--- src/rtl/ep_seq_pkg.sv ---
package ep_seq_pkg;

    localparam int FRM_W    = 8;
    localparam int WORD_W   = 20;
    localparam int NCAUSE   = 4;

    localparam int START_BIT = 0;
    localparam int TOT_LSB   = 2;
    localparam int MASK_LSB  = 4;
    localparam int CLR_LSB   = 8;
    localparam int PICK_LSB  = 12;

    localparam int CAUSE_FEND = 0;
    localparam int CAUSE_DEND = 1;
    localparam int CAUSE_PICK = 2;
    localparam int CAUSE_LINE = 3;

    typedef enum logic [1:0] {
        SEL_START  = 2'd0,
        SEL_IRQ    = 2'd1,
        SEL_LINE   = 2'd2,
        SEL_COMMIT = 2'd3
    } wr_sel_e;

    typedef enum logic {
        ST_IDLE = 1'b0,
        ST_RUN  = 1'b1
    } seq_state_e;

endpackage

--- src/rtl/ep_cfg_shadow.sv ---
module ep_cfg_shadow
    import ep_seq_pkg::*;
#(
    parameter int LINE_W = 11
) (
    input  logic              clk,
    input  logic              rst_n,
    input  logic              wr_en,
    input  logic [1:0]        wr_sel,
    input  logic [WORD_W-1:0] wr_data,
    output logic              launch_req,
    output logic [FRM_W-1:0]  launch_total,
    output logic [FRM_W-1:0]  act_pick,
    output logic [NCAUSE-1:0] act_mask,
    output logic [LINE_W-1:0] act_line,
    output logic [NCAUSE-1:0] clr_vec
);

    logic              wr_start, wr_irq, wr_line, commit;
    logic              sh_start, act_start;
    logic [FRM_W-1:0]  sh_total, sh_pick;
    logic [NCAUSE-1:0] sh_mask;
    logic [LINE_W-1:0] sh_line;

    assign wr_start = wr_en && (wr_sel == SEL_START);
    assign wr_irq   = wr_en && (wr_sel == SEL_IRQ);
    assign wr_line  = wr_en && (wr_sel == SEL_LINE);
    assign commit   = wr_en && (wr_sel == SEL_COMMIT) && wr_data[0];

    // staged copies
    always_ff @(posedge clk or negedge rst_n) begin
        if (!rst_n) begin
            sh_start <= 1'b0;
            sh_total <= '0;
            sh_pick  <= '0;
            sh_mask  <= '1;
            sh_line  <= '0;
        end else begin
            if (wr_start) begin
                sh_start <= wr_data[START_BIT];
                sh_total <= wr_data[TOT_LSB +: FRM_W];
            end
            if (wr_irq) begin
                sh_mask <= wr_data[MASK_LSB +: NCAUSE];
                sh_pick <= wr_data[PICK_LSB +: FRM_W];
            end
            if (wr_line)
                sh_line <= wr_data[LINE_W-1:0];
        end
    end

    // active copies, loaded on commit
    always_ff @(posedge clk or negedge rst_n) begin
        if (!rst_n) begin
            act_start <= 1'b0;
            act_pick  <= '0;
            act_mask  <= '1;
            act_line  <= '0;
        end else if (commit) begin
            act_start <= sh_start;
            act_pick  <= sh_pick;
            act_mask  <= sh_mask;
            act_line  <= sh_line;
        end
    end

    assign launch_req   = commit && sh_start && !act_start;
    assign launch_total = sh_total;
    assign clr_vec      = wr_irq ? wr_data[CLR_LSB +: NCAUSE] : '0;

endmodule

--- src/rtl/ep_frame_seq.sv ---
module ep_frame_seq
    import ep_seq_pkg::*;
#(
    parameter int LINE_W = 11
) (
    input  logic              clk,
    input  logic              rst_n,
    input  logic              launch_req,
    input  logic [FRM_W-1:0]  launch_total,
    input  logic [FRM_W-1:0]  act_pick,
    input  logic [LINE_W-1:0] act_line,
    input  logic              frame_done,
    input  logic              line_pulse,
    output logic              run,
    output logic [FRM_W-1:0]  frame_idx,
    output logic [FRM_W-1:0]  run_total,
    output logic [NCAUSE-1:0] set_vec
);

    seq_state_e        state_q, state_d;
    logic [LINE_W-1:0] line_cnt;
    logic              last_frame;

    assign last_frame = frame_done && (frame_idx == run_total);

    always_comb begin
        state_d = state_q;
        unique case (state_q)
            ST_IDLE: if (launch_req) state_d = ST_RUN;
            ST_RUN:  if (last_frame) state_d = ST_IDLE;
        endcase
    end

    always_ff @(posedge clk or negedge rst_n) begin
        if (!rst_n) state_q <= ST_IDLE;
        else        state_q <= state_d;
    end

    always_ff @(posedge clk or negedge rst_n) begin
        if (!rst_n) begin
            frame_idx <= '0;
            run_total <= '0;
            line_cnt  <= '0;
        end else begin
            unique case (state_q)
                ST_IDLE: begin
                    if (launch_req) begin
                        frame_idx <= '0;
                        run_total <= launch_total;
                        line_cnt  <= '0;
                    end
                end
                ST_RUN: begin
                    if (frame_done) begin
                        line_cnt  <= '0;
                        frame_idx <= last_frame ? '0 : frame_idx + 1'b1;
                    end else if (line_pulse) begin
                        line_cnt <= line_cnt + 1'b1;
                    end
                end
            endcase
        end
    end

    assign run = (state_q == ST_RUN);

    always_comb begin
        set_vec             = '0;
        set_vec[CAUSE_FEND] = run && frame_done;
        set_vec[CAUSE_DEND] = run && last_frame;
        set_vec[CAUSE_PICK] = run && frame_done && (frame_idx == act_pick);
        set_vec[CAUSE_LINE] = run && line_pulse && (line_cnt == act_line);
    end

endmodule

--- src/rtl/ep_irq_status.sv ---
module ep_irq_status
    import ep_seq_pkg::*;
(
    input  logic              clk,
    input  logic              rst_n,
    input  logic [NCAUSE-1:0] set_vec,
    input  logic [NCAUSE-1:0] clr_vec,
    input  logic [NCAUSE-1:0] act_mask,
    output logic [NCAUSE-1:0] stat,
    output logic              irq
);

    for (genvar i = 0; i < NCAUSE; i++) begin : g_cause
        always_ff @(posedge clk or negedge rst_n) begin
            if (!rst_n)          stat[i] <= 1'b0;
            else if (set_vec[i]) stat[i] <= 1'b1;
            else if (clr_vec[i]) stat[i] <= 1'b0;
        end
    end

    assign irq = |(stat & ~act_mask);

endmodule

--- src/rtl/ep_update_seq.sv ---
module ep_update_seq
    import ep_seq_pkg::*;
#(
    parameter int LINE_W = 11
) (
    input  logic              clk,
    input  logic              rst_n,
    input  logic              wr_en,
    input  logic [1:0]        wr_sel,
    input  logic [WORD_W-1:0] wr_data,
    input  logic              frame_done,
    input  logic              line_pulse,
    output logic              run,
    output logic [FRM_W-1:0]  frame_idx,
    output logic              irq
);

    logic              launch_req;
    logic [FRM_W-1:0]  launch_total, act_pick, run_total;
    logic [NCAUSE-1:0] act_mask, clr_vec, set_vec, stat;
    logic [LINE_W-1:0] act_line;

    ep_cfg_shadow #(.LINE_W(LINE_W)) u_shadow (
        .clk          (clk),
        .rst_n        (rst_n),
        .wr_en        (wr_en),
        .wr_sel       (wr_sel),
        .wr_data      (wr_data),
        .launch_req   (launch_req),
        .launch_total (launch_total),
        .act_pick     (act_pick),
        .act_mask     (act_mask),
        .act_line     (act_line),
        .clr_vec      (clr_vec)
    );

    ep_frame_seq #(.LINE_W(LINE_W)) u_seq (
        .clk          (clk),
        .rst_n        (rst_n),
        .launch_req   (launch_req),
        .launch_total (launch_total),
        .act_pick     (act_pick),
        .act_line     (act_line),
        .frame_done   (frame_done),
        .line_pulse   (line_pulse),
        .run          (run),
        .frame_idx    (frame_idx),
        .run_total    (run_total),
        .set_vec      (set_vec)
    );

    ep_irq_status u_irq (
        .clk      (clk),
        .rst_n    (rst_n),
        .set_vec  (set_vec),
        .clr_vec  (clr_vec),
        .act_mask (act_mask),
        .stat     (stat),
        .irq      (irq)
    );

endmodule

--- config.mk ---
export PLATFORM = sky130hd
export DESIGN_NAME = ep_update_seq
export DESIGN_NICKNAME = d
export VERILOG_FILES = /design/src/rtl/ep_seq_pkg.sv /design/src/rtl/ep_cfg_shadow.sv /design/src/rtl/ep_frame_seq.sv /design/src/rtl/ep_irq_status.sv /design/src/rtl/ep_update_seq.sv
export SDC_FILE = /design/constraint.sdc
export NUM_CORES = 1
export LEC_CHECK = 0
export BUFFER_PORTS_ARGS = -buffer_cell sky130_fd_sc_hd__clkbuf_2
export CORE_MARGIN = 10
export CORE_UTILIZATION = 60
export CTS_CLUSTER_DIAMETER = 120
export DETAILED_ROUTE_END_ITERATION = 10
export PLACE_DENSITY = 0.79
export SLEW_MARGIN = 0
export SYNTH_ARGS = -nofsm -noshare
export SYNTH_HDL_FRONTEND = slang
export SYNTH_HIERARCHICAL = 1
export SYNTH_SLANG_ARGS = --single-unit
--- constraint.sdc ---
create_clock -name clk -period 4.9 [get_ports clk]
set_clock_uncertainty 0.15 [all_clocks]
set_input_delay 1.225 -clock clk [delete_from_list [all_inputs] [get_ports clk]]
set_output_delay 1.225 -clock clk [all_outputs]
set_load 0.02 [all_outputs]
## After elaboration in Yosys (flattened, before gate mapping)

Index checks and enable logic that the tools add are counted.

| cells by class | value |
|---|---|
| add/subtract/negate cells | 2 |
| multipliers | 0 |
| divide/modulo/power cells | 0 |
| $lt $le $gt $ge | 0 |
| equal/unequal tests | 9 |
| shift-type cells | 0 |
| mux-type cells | 20 |
| bitwise operators | 3 |
| reductions and logical operators | 23 |

Operators by type and width:

| kind | number |
|---|---|
| $mux 11 | 3 |
| $mux 8 | 3 |
| $pmux 11 s2 | 1 |
| $eq 8x8->1 | 2 |
| $pmux 8 s2 | 1 |
| $logic_and 1x1->1 | 13 |
| $add 11x1->11 const B | 1 |
| $eq 11x11->1 | 1 |
| $mux 1 | 10 |
| $add 8x1->8 const B | 1 |
| $reduce_bool 2->1 | 4 |
| $reduce_and 2->1 | 3 |
| $and 4x4->4 | 1 |
| $eq 2x2->1 const B | 2 |
| $mux 4 | 1 |
| $ne 2x2->1 const B | 2 |
| $not 4->4 | 1 |
| $reduce_or 4->1 | 1 |
| $ne 3x3->1 const B | 1 |
| $eq 2x1->1 const B | 1 |
| $logic_not 2->1 | 1 |
| $pmux 1 s2 | 1 |
| $logic_not 1->1 | 1 |
| $not 1->1 | 1 |

| storage, ports and cells | value |
|---|---|
| bits in registers | 88 |
| latch bits | 0 |
| RAM bits | 0 |
| ROM bits | 0 |
| output and inout bits | 10 |
| word-level logic and storage cells | 74 |
| memories | 0 |

## Longest topological paths before layout

Gate-level depths: netlist of the first run.

| logic depth | value |
|---|---|
| depth after elaboration | 7 |
| mapped depth | 9 |
| mapped depth without buffers | 7 |

## Modules after synthesis

The synthesis of the first run kept the hierarchy.

Modules (own cells, without submodules):

| module | times used | cells an instance | area each (um^2) |
|---|---|---|---|
| ep_cfg_shadow | 1 | 130 | 2,252.2 |
| ep_frame_seq | 1 | 168 | 1,652.8 |
| ep_irq_status | 1 | 16 | 178.9 |

## Least setup slack after synthesis of the first run

Ideal clock, no wire load.

| path | value |
|---|---|
| path kind | input-to-reg |
| start | input port wr_data[0] |
| end | register u_seq.line_cnt[8] |
| arrival time | 2,936 ps |
| slack | 1,737 ps |
| stages | 7 |
| path buffers | 1 |
| cells stage by stage | nand4_4 > buf_6 > nor3b_1 > nor2_2 > or4b_4 > or3_1 > a21oi_1 |

| on the way | value |
|---|---|
| word-level cells in the longest chain between the ends | 5 |

RTL lines:

| what | RTL line | source |
|---|---|---|
| start, declared | ep_update_seq.sv:10 | `input logic [WORD_W-1:0] wr_data,` |
| $logic_and 1x1->1 | ep_cfg_shadow.sv:28 | `assign commit = wr_en && (wr_sel == SEL_COMMIT) && wr_data[0];` |
| $logic_and 1x1->1 (2 in series) | ep_cfg_shadow.sv:67 | `assign launch_req = commit && sh_start && !act_start;` |
| named net launch_req | ep_update_seq.sv:18 | `logic launch_req;` |
| $ne 2x2->1 (no line) | -- |  |
| $reduce_and 2->1 (no line) | -- |  |
| end signal, assigned | ep_frame_seq.sv:58 | `line_cnt <= line_cnt + 1'b1;` |
| end, declared | ep_frame_seq.sv:21 | `logic [LINE_W-1:0] line_cnt;` |

The timed path passes the listed nets, and every way through them passes these cells.
A chain may end at the register's enable or synchronous reset.

## Final worst setup path of the first run

| path | value |
|---|---|
| start | input port wr_en |
| end | register u_seq.frame_idx[5] |

| on the way | value |
|---|---|
| word-level cells in the longest chain between the ends | 6 |

RTL lines:

| what | RTL line | source |
|---|---|---|
| start, declared | ep_update_seq.sv:8 | `input logic wr_en,` |
| $logic_and 1x1->1 (2 in series) | ep_cfg_shadow.sv:28 |  |
| $logic_and 1x1->1 (2 in series) | ep_cfg_shadow.sv:67 |  |
| named net launch_req | ep_update_seq.sv:18 |  |
| $ne 2x2->1 (no line) | -- |  |
| $reduce_and 2->1 (no line) | -- |  |
| end signal, assigned | ep_frame_seq.sv:56 | `frame_idx <= last_frame ? '0 : frame_idx + 1'b1;` |
| end, declared | ep_frame_seq.sv:15 | `output logic [FRM_W-1:0] frame_idx,` |

The timed path passes the listed nets, and every way through them passes these cells.

==> results.sh, run 1 <==
export IMPL_synth_top_family_by_area="multiplexers"
export IMPL_cts_setup_buffers=0
export IMPL_worst_r2r_path_depth=5
export IMPL_avgViaCountPerCell=5.82
export IMPL_antenna_found_initial=0
export IMPL_grt_use_met2=0.278
export IMPL_drv_cap=0
export IMPL_top_usage_layer="met2"
export IMPL_grt_usage=0.176
export IMPL_finalCritPeriodShare=0.613
export IMPL_max_slew_margin=0.181
export IMPL_synth_seq_area_share=0.542
export IMPL_r2r_start="u_seq/frame_idx[4]"
export IMPL_swShare=0.328
export IMPL_placed_cells=418
export IMPL_cts_sinks=88
export IMPL_final_setup_viol_count=0
export IMPL_syn_cell_area_um2=4080
export IMPL_use_met1=0.228
export IMPL_first_global_vias=2768
export IMPL_die_area_um2=10500
export IMPL_clkTransAtPathRegs_ns=0.08
export IMPL_postCtsHoldBufs=0
export IMPL_synth_top_area_frac=0.490
export IMPL_worstHoldPathCells=1
export IMPL_synth_nets=343
export IMPL_ir_drop_mv=0.237
export IMPL_pwr_share_seq=0.498
export IMPL_drtPass1Iterations=4
export IMPL_gp_congestion=0.809
export IMPL_io_pins=37
export IMPL_min_from="u_irq/stat[2]"
export IMPL_synth_edff_count=0
export IMPL_start_util=0.608
export IMPL_gr_usage_met3=0.0476
export IMPL_dpl_hpwl_um=5880
export IMPL_die_w_um=103
export IMPL_insertion_delay_ns=0.36
export IMPL_ys_ff_latch=88
export IMPL_cp_start_kind="input port"
export IMPL_final_hold_viol_count=0
export IMPL_worstPathMaxFanout=11
export IMPL_clock_power_share=0.228
export IMPL_cts_root_buf="clkbuf_8"
export IMPL_tightest_slew_ns=1.22
export IMPL_syn_to_final_growth_pct=10.4
export IMPL_clk_path_buf_depth=2
export IMPL_grt_first_pass_wirelength_um=14200
export IMPL_grt_max_degree=89
export IMPL_diodes=0
export IMPL_cts_tree="done"
export IMPL_syn_inst=314
export IMPL_htree_levels=3
export IMPL_worstPathRequired_ns=5.01
export IMPL_coreArea_um2=6720
export IMPL_final_util=0.671
export IMPL_synth_main_ff_cell="dfrtp_1"
export IMPL_timing_fmax_mhz=333
export IMPL_die_y_um=103
export IMPL_drt_iter0_markers=133
export IMPL_nNetsFinal=378
export IMPL_switching_power_mw=0.761
export IMPL_io_buffers=36
export IMPL_worstReg2RegEnd="u_seq/frame_idx[4]"
export IMPL_drv_slew=0
export IMPL_globalRouteOverflowTotal=0
export IMPL_internal_power_mw=1.56
export IMPL_cts_made_buffers=9
export IMPL_async_reset_ff_frac=1.00
export IMPL_rows=30
export IMPL_yosysWarnings=6
export IMPL_synth_distinct_cells=44
export IMPL_rsz0062_at_grt="no"
export IMPL_wire_per_inst_um=19.5
export IMPL_worst_ep_arrival_time_ns=3.12
export IMPL_synth_top_area_cell="dfrtp_1"
export IMPL_hold_end="u_irq/stat[2]"
export IMPL_wl_um=8480
export IMPL_synth_avg_cell_area_um2=13.0
export IMPL_cts_resized_gates=0
export IMPL_final_fill_count=511
export IMPL_drc_errors=0
export IMPL_path_class="input port to flip-flop"
export IMPL_via_count=2524
export IMPL_synth_compound_area_frac=0.0414
export IMPL_comb_power_share=0.274
export IMPL_stdcell_count=434
export IMPL_synth_xor_area_frac=0.0751
export IMPL_yosys_top_cells_area="dfrtp_1, mux2_2, mux2_4"
export IMPL_min_path_type="flip-flop to flip-flop"
export IMPL_power_leakage_nw=2.07
export IMPL_synth_mux_area_frac=0.194
export IMPL_period_needed_ns=3.01
export IMPL_ff2ff_setup_slack_ns=2.38
export IMPL_setup_tns_ns=0
export IMPL_yosys_area_share_simple=0.112
export IMPL_yosys_area_share_adder=0.00613
export IMPL_status="complete, no violations"
export IMPL_powerDensity_nw_per_um2=515
export IMPL_drive_above_1_share=0.379
export IMPL_antenna_left=0
export IMPL_end_kind="flip-flop"
[layer usage]
metal  up-vias  wire, µm
met5         -         0
met4         0       102
met3        12       494
met2        68      4150
met1      1281      3730
li1       1163         -
[sequential cells by signal, indices dropped and copies added (netlist names), 8 cells and up]
signal / count
u_shadow/launch_total: 8
u_shadow/sh_pick: 8
u_shadow/act_pick: 8
u_shadow/act_line: 11
u_shadow/sh_line: 11
u_seq/run_total: 8
u_seq/line_cnt: 11
u_seq/frame_idx: 8
[power groups by stage]
stage | Sequential [mW] | Clock (mW) | Combinational [mW]
after floorplan | 1.10 | 0 | 0.502
after global placement | 1.15 | 0 | 0.607
after detailed placement | 1.17 | 0 | 0.630
after CTS | 1.16 | 0.544 | 0.638
after global routing | 1.19 | 0.572 | 0.698
final | 1.16 | 0.530 | 0.635
[stage by stage]
stage / power [mW] / setup WS, ns / area (µm²) / hold slack [ns]
6_report: 2.32 / 1.89 / 4510 / 0.340
5_1_grt: 2.46 / 1.65 / 4510 / 0.370
4_1_cts: 2.34 / 1.92 / 4510 / 0.344
3_5_place_dp: 1.80 / 1.55 / 4290 / 0.325
3_3_place_gp: 1.76 / 1.64 / 4290 / 0.313
2_1_floorplan: 1.61 / 1.74 / 4080 / 0.301
[final cells by class]
cell class	instances	area, µm²	area share
flip-flops and latches	88	2210	0.491
inverters	9	33.8	0.00749
clock inverters	4	51.3	0.0114
multi-input cells	203	1750	0.388
clock buffers	12	165	0.0366
repair buffers	38	198	0.0438
well taps	80	100	0.0222
[cells by family (layout without fill, tap and decap cells)]
logic type | count (synthesis) | in the layout
AO/OA/AOI/OAI | 22 | 22
flip-flops | 88 | 88
adder cells (fa/ha/maj) | 2 | 2
multiplexers | 64 | 64
AND/OR/NAND/NOR | 80 | 80
XOR/XNOR | 35 | 35
buffers and inverters | 23 | 63
[cell usage in the layout (no fill, tap or decap), drive strengths merged, types with 2 or more instances in the layout]
cell type,count
o21ai,3
dfrtp,80
a22o,2
mux2,64
dfstp,8
clkinv,2
a211oi,2
xor2,8
nor2,19
buf,3
a211o,3
a21oi,3
or3,2
clkbuf,47
inv,9
or2,2
a21o,5
nand4,11
ha,2
and3,2
nor3b,3
xnor2,27
nand2b,3
nor4,6
nand3b,4
nor3,3
nand3,10
nand2,11
[critical path, stage by stage]
cell and delay [ns]:
clkbuf_2 0.16, nand4_4 0.12, nor3b_1 0.35, nor2_2 0.13, nor2_1 0.56, nand4_1 0.19
xor2_1 0.18, a211oi_1 0.20
[synth_stat cells, types with 2 or more instances]
master    number
and3_1         2
buf_4          5
ha_1           2
xor2_1         8
nand4_1       10
nor3b_1        3
xnor2_1       27
o21ai_0        3
nand2b_1       3
mux2_2        45
clkbuf_1       5
nor2_1        18
a21o_1         4
dfrtp_1       80
or3_1          2
a211o_1        3
inv_1          9
nand3_1       10
a211oi_1       2
dfstp_2        8
nor4_1         6
nand2_1       11
nor3_1         3
mux2_4        19
buf_6          2
buf_2          2
nand3b_1       3
a21oi_1        3
[worst max-delay path by stage]
| stage | start | to | slack, ns | cells after the start |
|---|---|---|---|---|
| 2_1_floorplan | wr_data[0] | u_seq/line_cnt[8] | 1.74 | 7 |
| 3_3_place_gp | wr_en | u_seq/frame_idx[5] | 1.64 | 8 |
| 3_5_place_dp | wr_en | u_seq/frame_idx[5] | 1.55 | 8 |
| 4_1_cts | wr_en | u_seq/frame_idx[5] | 1.92 | 8 |
| 5_1_grt | wr_en | u_seq/frame_idx[7] | 1.65 | 8 |
| 6_report | wr_en | u_seq/frame_idx[5] | 1.89 | 8 |
No activity file was read; power rests on OpenSTA's default activity.
==> run 2, diff against run 1 <==
--- a/config.mk
+++ b/config.mk
@@ -5,12 +5,13 @@
 export SDC_FILE = /design/constraint.sdc
 export NUM_CORES = 1
 export LEC_CHECK = 0
+export ABC_AREA = 1
 export BUFFER_PORTS_ARGS = -buffer_cell sky130_fd_sc_hd__clkbuf_2
 export CORE_MARGIN = 10
-export CORE_UTILIZATION = 60
+export CORE_UTILIZATION = 59
 export CTS_CLUSTER_DIAMETER = 120
 export DETAILED_ROUTE_END_ITERATION = 10
-export PLACE_DENSITY = 0.79
+export PLACE_DENSITY = 0.78
 export SLEW_MARGIN = 0
 export SYNTH_ARGS = -nofsm -noshare
 export SYNTH_HDL_FRONTEND = slang
==> constraint.sdc (replaced) <==
create_clock -name clk -period 3.1 [get_ports clk]
set_clock_uncertainty 0.15 [all_clocks]
set_input_delay 0.775 -clock clk [delete_from_list [all_inputs] [get_ports clk]]
set_output_delay 0.775 -clock clk [all_outputs]
set_load 0.02 [all_outputs]
==> run 2 against run 1 <==
  * Sequential power up 34%
  * Design area up 2.4%
  * Sequential share of layout area down 1.2 points
  * Clock power up 48%
  * Register-to-register slack worse by 1.2 ns
  * Clock-buffer cell count down 1
  * First-iteration DRC count up 53%
  * Core utilization up 0.49 points
==> results.sh, run 2 <==
export IMPL_status="complete, no violations"
export IMPL_postCtsHoldBufs=0
export IMPL_fin_area_um2=4620
export IMPL_stdcell_count=652
export IMPL_power_leakage_nw=2.49
export IMPL_avgViaCountPerCell=5.26
export IMPL_drt_iter0_markers=203
export IMPL_synth_top_area_frac=0.479
export IMPL_dpl_hpwl_um=6510
export IMPL_worstPathMaxFanout=15
export IMPL_period_needed_ns=2.34
export IMPL_worstPathRequired_ns=3.19
export IMPL_wl_um=9000
export IMPL_clock_power_share=0.260
export IMPL_tightest_slew_ns=1.02
export IMPL_synth_main_ff_cell="dfrtp_1"
export IMPL_final_seq_area_um2=2210
export IMPL_coreArea_um2=6830
export IMPL_yosys_top_cells_area="dfrtp_1, nand2_1, dfstp_2"
export IMPL_synth_seq_area_share=0.529
export IMPL_drv_slew=0
export IMPL_gp_congestion=0.884
export IMPL_wire_per_inst_um=13.8
export IMPL_die_w_um=104
export IMPL_final_fill_count=592
export IMPL_comb_power_share=0.227
export IMPL_async_reset_ff_frac=1.00
export IMPL_drtPass1Iterations=4
export IMPL_pwr_share_seq=0.513
export IMPL_multi_input_area_um2=1650
export IMPL_synth_edff_count=0
export IMPL_end_kind="flip-flop"
export IMPL_synth_commonest_cells="nand2_1, dfrtp_1, inv_1, nor2_1, nand3_1"
export IMPL_ys_ff_latch=88
export IMPL_synth_nets=545
export IMPL_drc_errors=0
export IMPL_final_hold_viol_count=0
export IMPL_cts_root_buf="clkbuf_8"
export IMPL_insertion_delay_ns=0.34
export IMPL_diodes=0
export IMPL_path_class="input port to flip-flop"
export IMPL_first_global_vias=3375
export IMPL_cp_start_kind="input port"
export IMPL_setup_tns_ns=0
export IMPL_syn_inst=516
export IMPL_start_util=0.612
export IMPL_cts_sinks=88
export IMPL_placed_cells=636
export IMPL_antenna_left=0
export IMPL_antenna_found_initial=0
export IMPL_grt_max_degree=84
export IMPL_synth_avg_cell_area_um2=8.10
export IMPL_htree_levels=3
export IMPL_rsz0062_at_grt="no"
export IMPL_io_buffers=36
export IMPL_yosysWarnings=6
export IMPL_timing_fmax_mhz=427
export IMPL_via_count=3432
export IMPL_yosysMostFrequentCell="nand2_1"
export IMPL_max_slew_margin=0.321
export IMPL_die_area_um2=10800
export IMPL_globalRouteOverflowTotal=0
export IMPL_finalCritPeriodShare=0.755
export IMPL_cts_tree="done"
export IMPL_powerDensity_nw_per_um2=654
export IMPL_clk_path_buf_depth=2
export IMPL_die_y_um=104
export IMPL_cts_setup_buffers=0
export IMPL_grt_usage=0.169
export IMPL_syn_cell_area_um2=4180
export IMPL_syn_to_final_growth_pct=10.5
export IMPL_min_path_type="flip-flop to flip-flop"
export IMPL_final_util=0.676
export IMPL_swShare=0.328
export IMPL_final_cell_mix="nand2_1, dfrtp_1, inv_1"
export IMPL_synth_top_area_cell="dfrtp_1"
export IMPL_place_area_um2=4420
export IMPL_cts_resized_gates=0
export IMPL_internal_power_mw=2.03
export IMPL_grt_first_pass_wirelength_um=15400
export IMPL_drv_cap=0
export IMPL_clkTransAtPathRegs_ns=0.09
export IMPL_rows=30
export IMPL_synth_distinct_cells=36
export IMPL_final_setup_viol_count=0
export IMPL_nNetsFinal=580
export IMPL_top_regs="u_seq/line_cnt: 11 flops, u_shadow/act_line: 11 flops, u_shadow/sh_line: 11 flops"
export IMPL_ir_drop_mv=0.319
export IMPL_mostFrequentLayoutCell="nand2_1"
export IMPL_io_pins=37
export IMPL_cts_made_buffers=9
export IMPL_switching_power_mw=0.990
export IMPL_worst_ep_arrival_time_ns=2.43
export IMPL_drive_above_1_share=0.146
==> run 2: cell type report <==
cell class | count | area share
inverters | 57 | 0.0469
well taps | 96 | 0.0260
repair buffers | 41 | 0.0477
multi-input cells | 354 | 0.358
flip-flops and latches | 88 | 0.479
clock inverters | 5 | 0.0122
clock buffers | 11 | 0.0306
==> run 2: critical path, stage by stage <==
cell,delay (ns)
clkbuf_2,0.13
nand2_2,0.09
nor2_4,0.13
nand2_1,0.08
nor2_1,0.18
nand2_4,0.16
nand2_4,0.19
inv_4,0.07
nand2_2,0.18
nand3_1,0.11
nand2_1,0.10
o21ai_0,0.08
o21ai_1,0.09
inv_1,0.05
==> run 2: metal layers <==
layer	global-route usage	wire, µm
met1	0.226	4180
met3	0.0328	547
met2	0.262	4110
met5	0	0
met4	0.0726	163
==> run 2: final timing paths <==
check / startpoint / endpoint / slack (ns) / cells past startpoint
worst max-delay path: wr_sel[0] / u_seq/line_cnt[6] / 0.76 / 14
worst min-delay path: u_shadow/sh_mask[2] / u_shadow/sh_mask[2] / 0.32 / 2
worst max register to register: u_shadow/sh_start / u_seq/line_cnt[6] / 1.20 / 11
worst min register to register: u_shadow/sh_mask[2] / u_shadow/sh_mask[2] / 0.32 / 2
max in group asynchronous: rst_n / u_shadow/act_mask[3] / 1.61 / 2
min in group asynchronous: rst_n / u_seq/frame_idx[6] / 0.44 / 1
==> run 2: cell families (layout without fill, tap and decap cells) <==
group	Yosys count	count (layout)	synth area share
XOR/XNOR	15	15	0.0314
multiplexers	3	3	0.00809
AND/OR/NAND/NOR	288	288	0.286
buffers and inverters	74	114	0.0752
flip-flops	88	88	0.529
adder cells (fa/ha/maj)	2	2	0.00599
AO/OA/AOI/OAI	46	46	0.0635
==> run 2: power by group through the flow <==
stage / registers (mW) / logic (mW) / clock network (mW)
finish: 1.55 / 0.685 / 0.785
CTS: 1.55 / 0.690 / 0.806
global placement: 1.56 / 0.652 / 0
global route: 1.58 / 0.786 / 0.855
detailed placement: 1.57 / 0.684 / 0
floorplan: 1.54 / 0.502 / 0
==> run 2: through the flow <==
step                setup slack, ns  power (mW)  hold WS, ns
detailed placement            0.402        2.26        0.305
finish                        0.760        3.02        0.316
CTS                           0.775        3.05        0.318
global placement              0.525        2.22        0.301
floorplan                     0.753        2.05        0.288
global route                  0.606        3.22        0.332
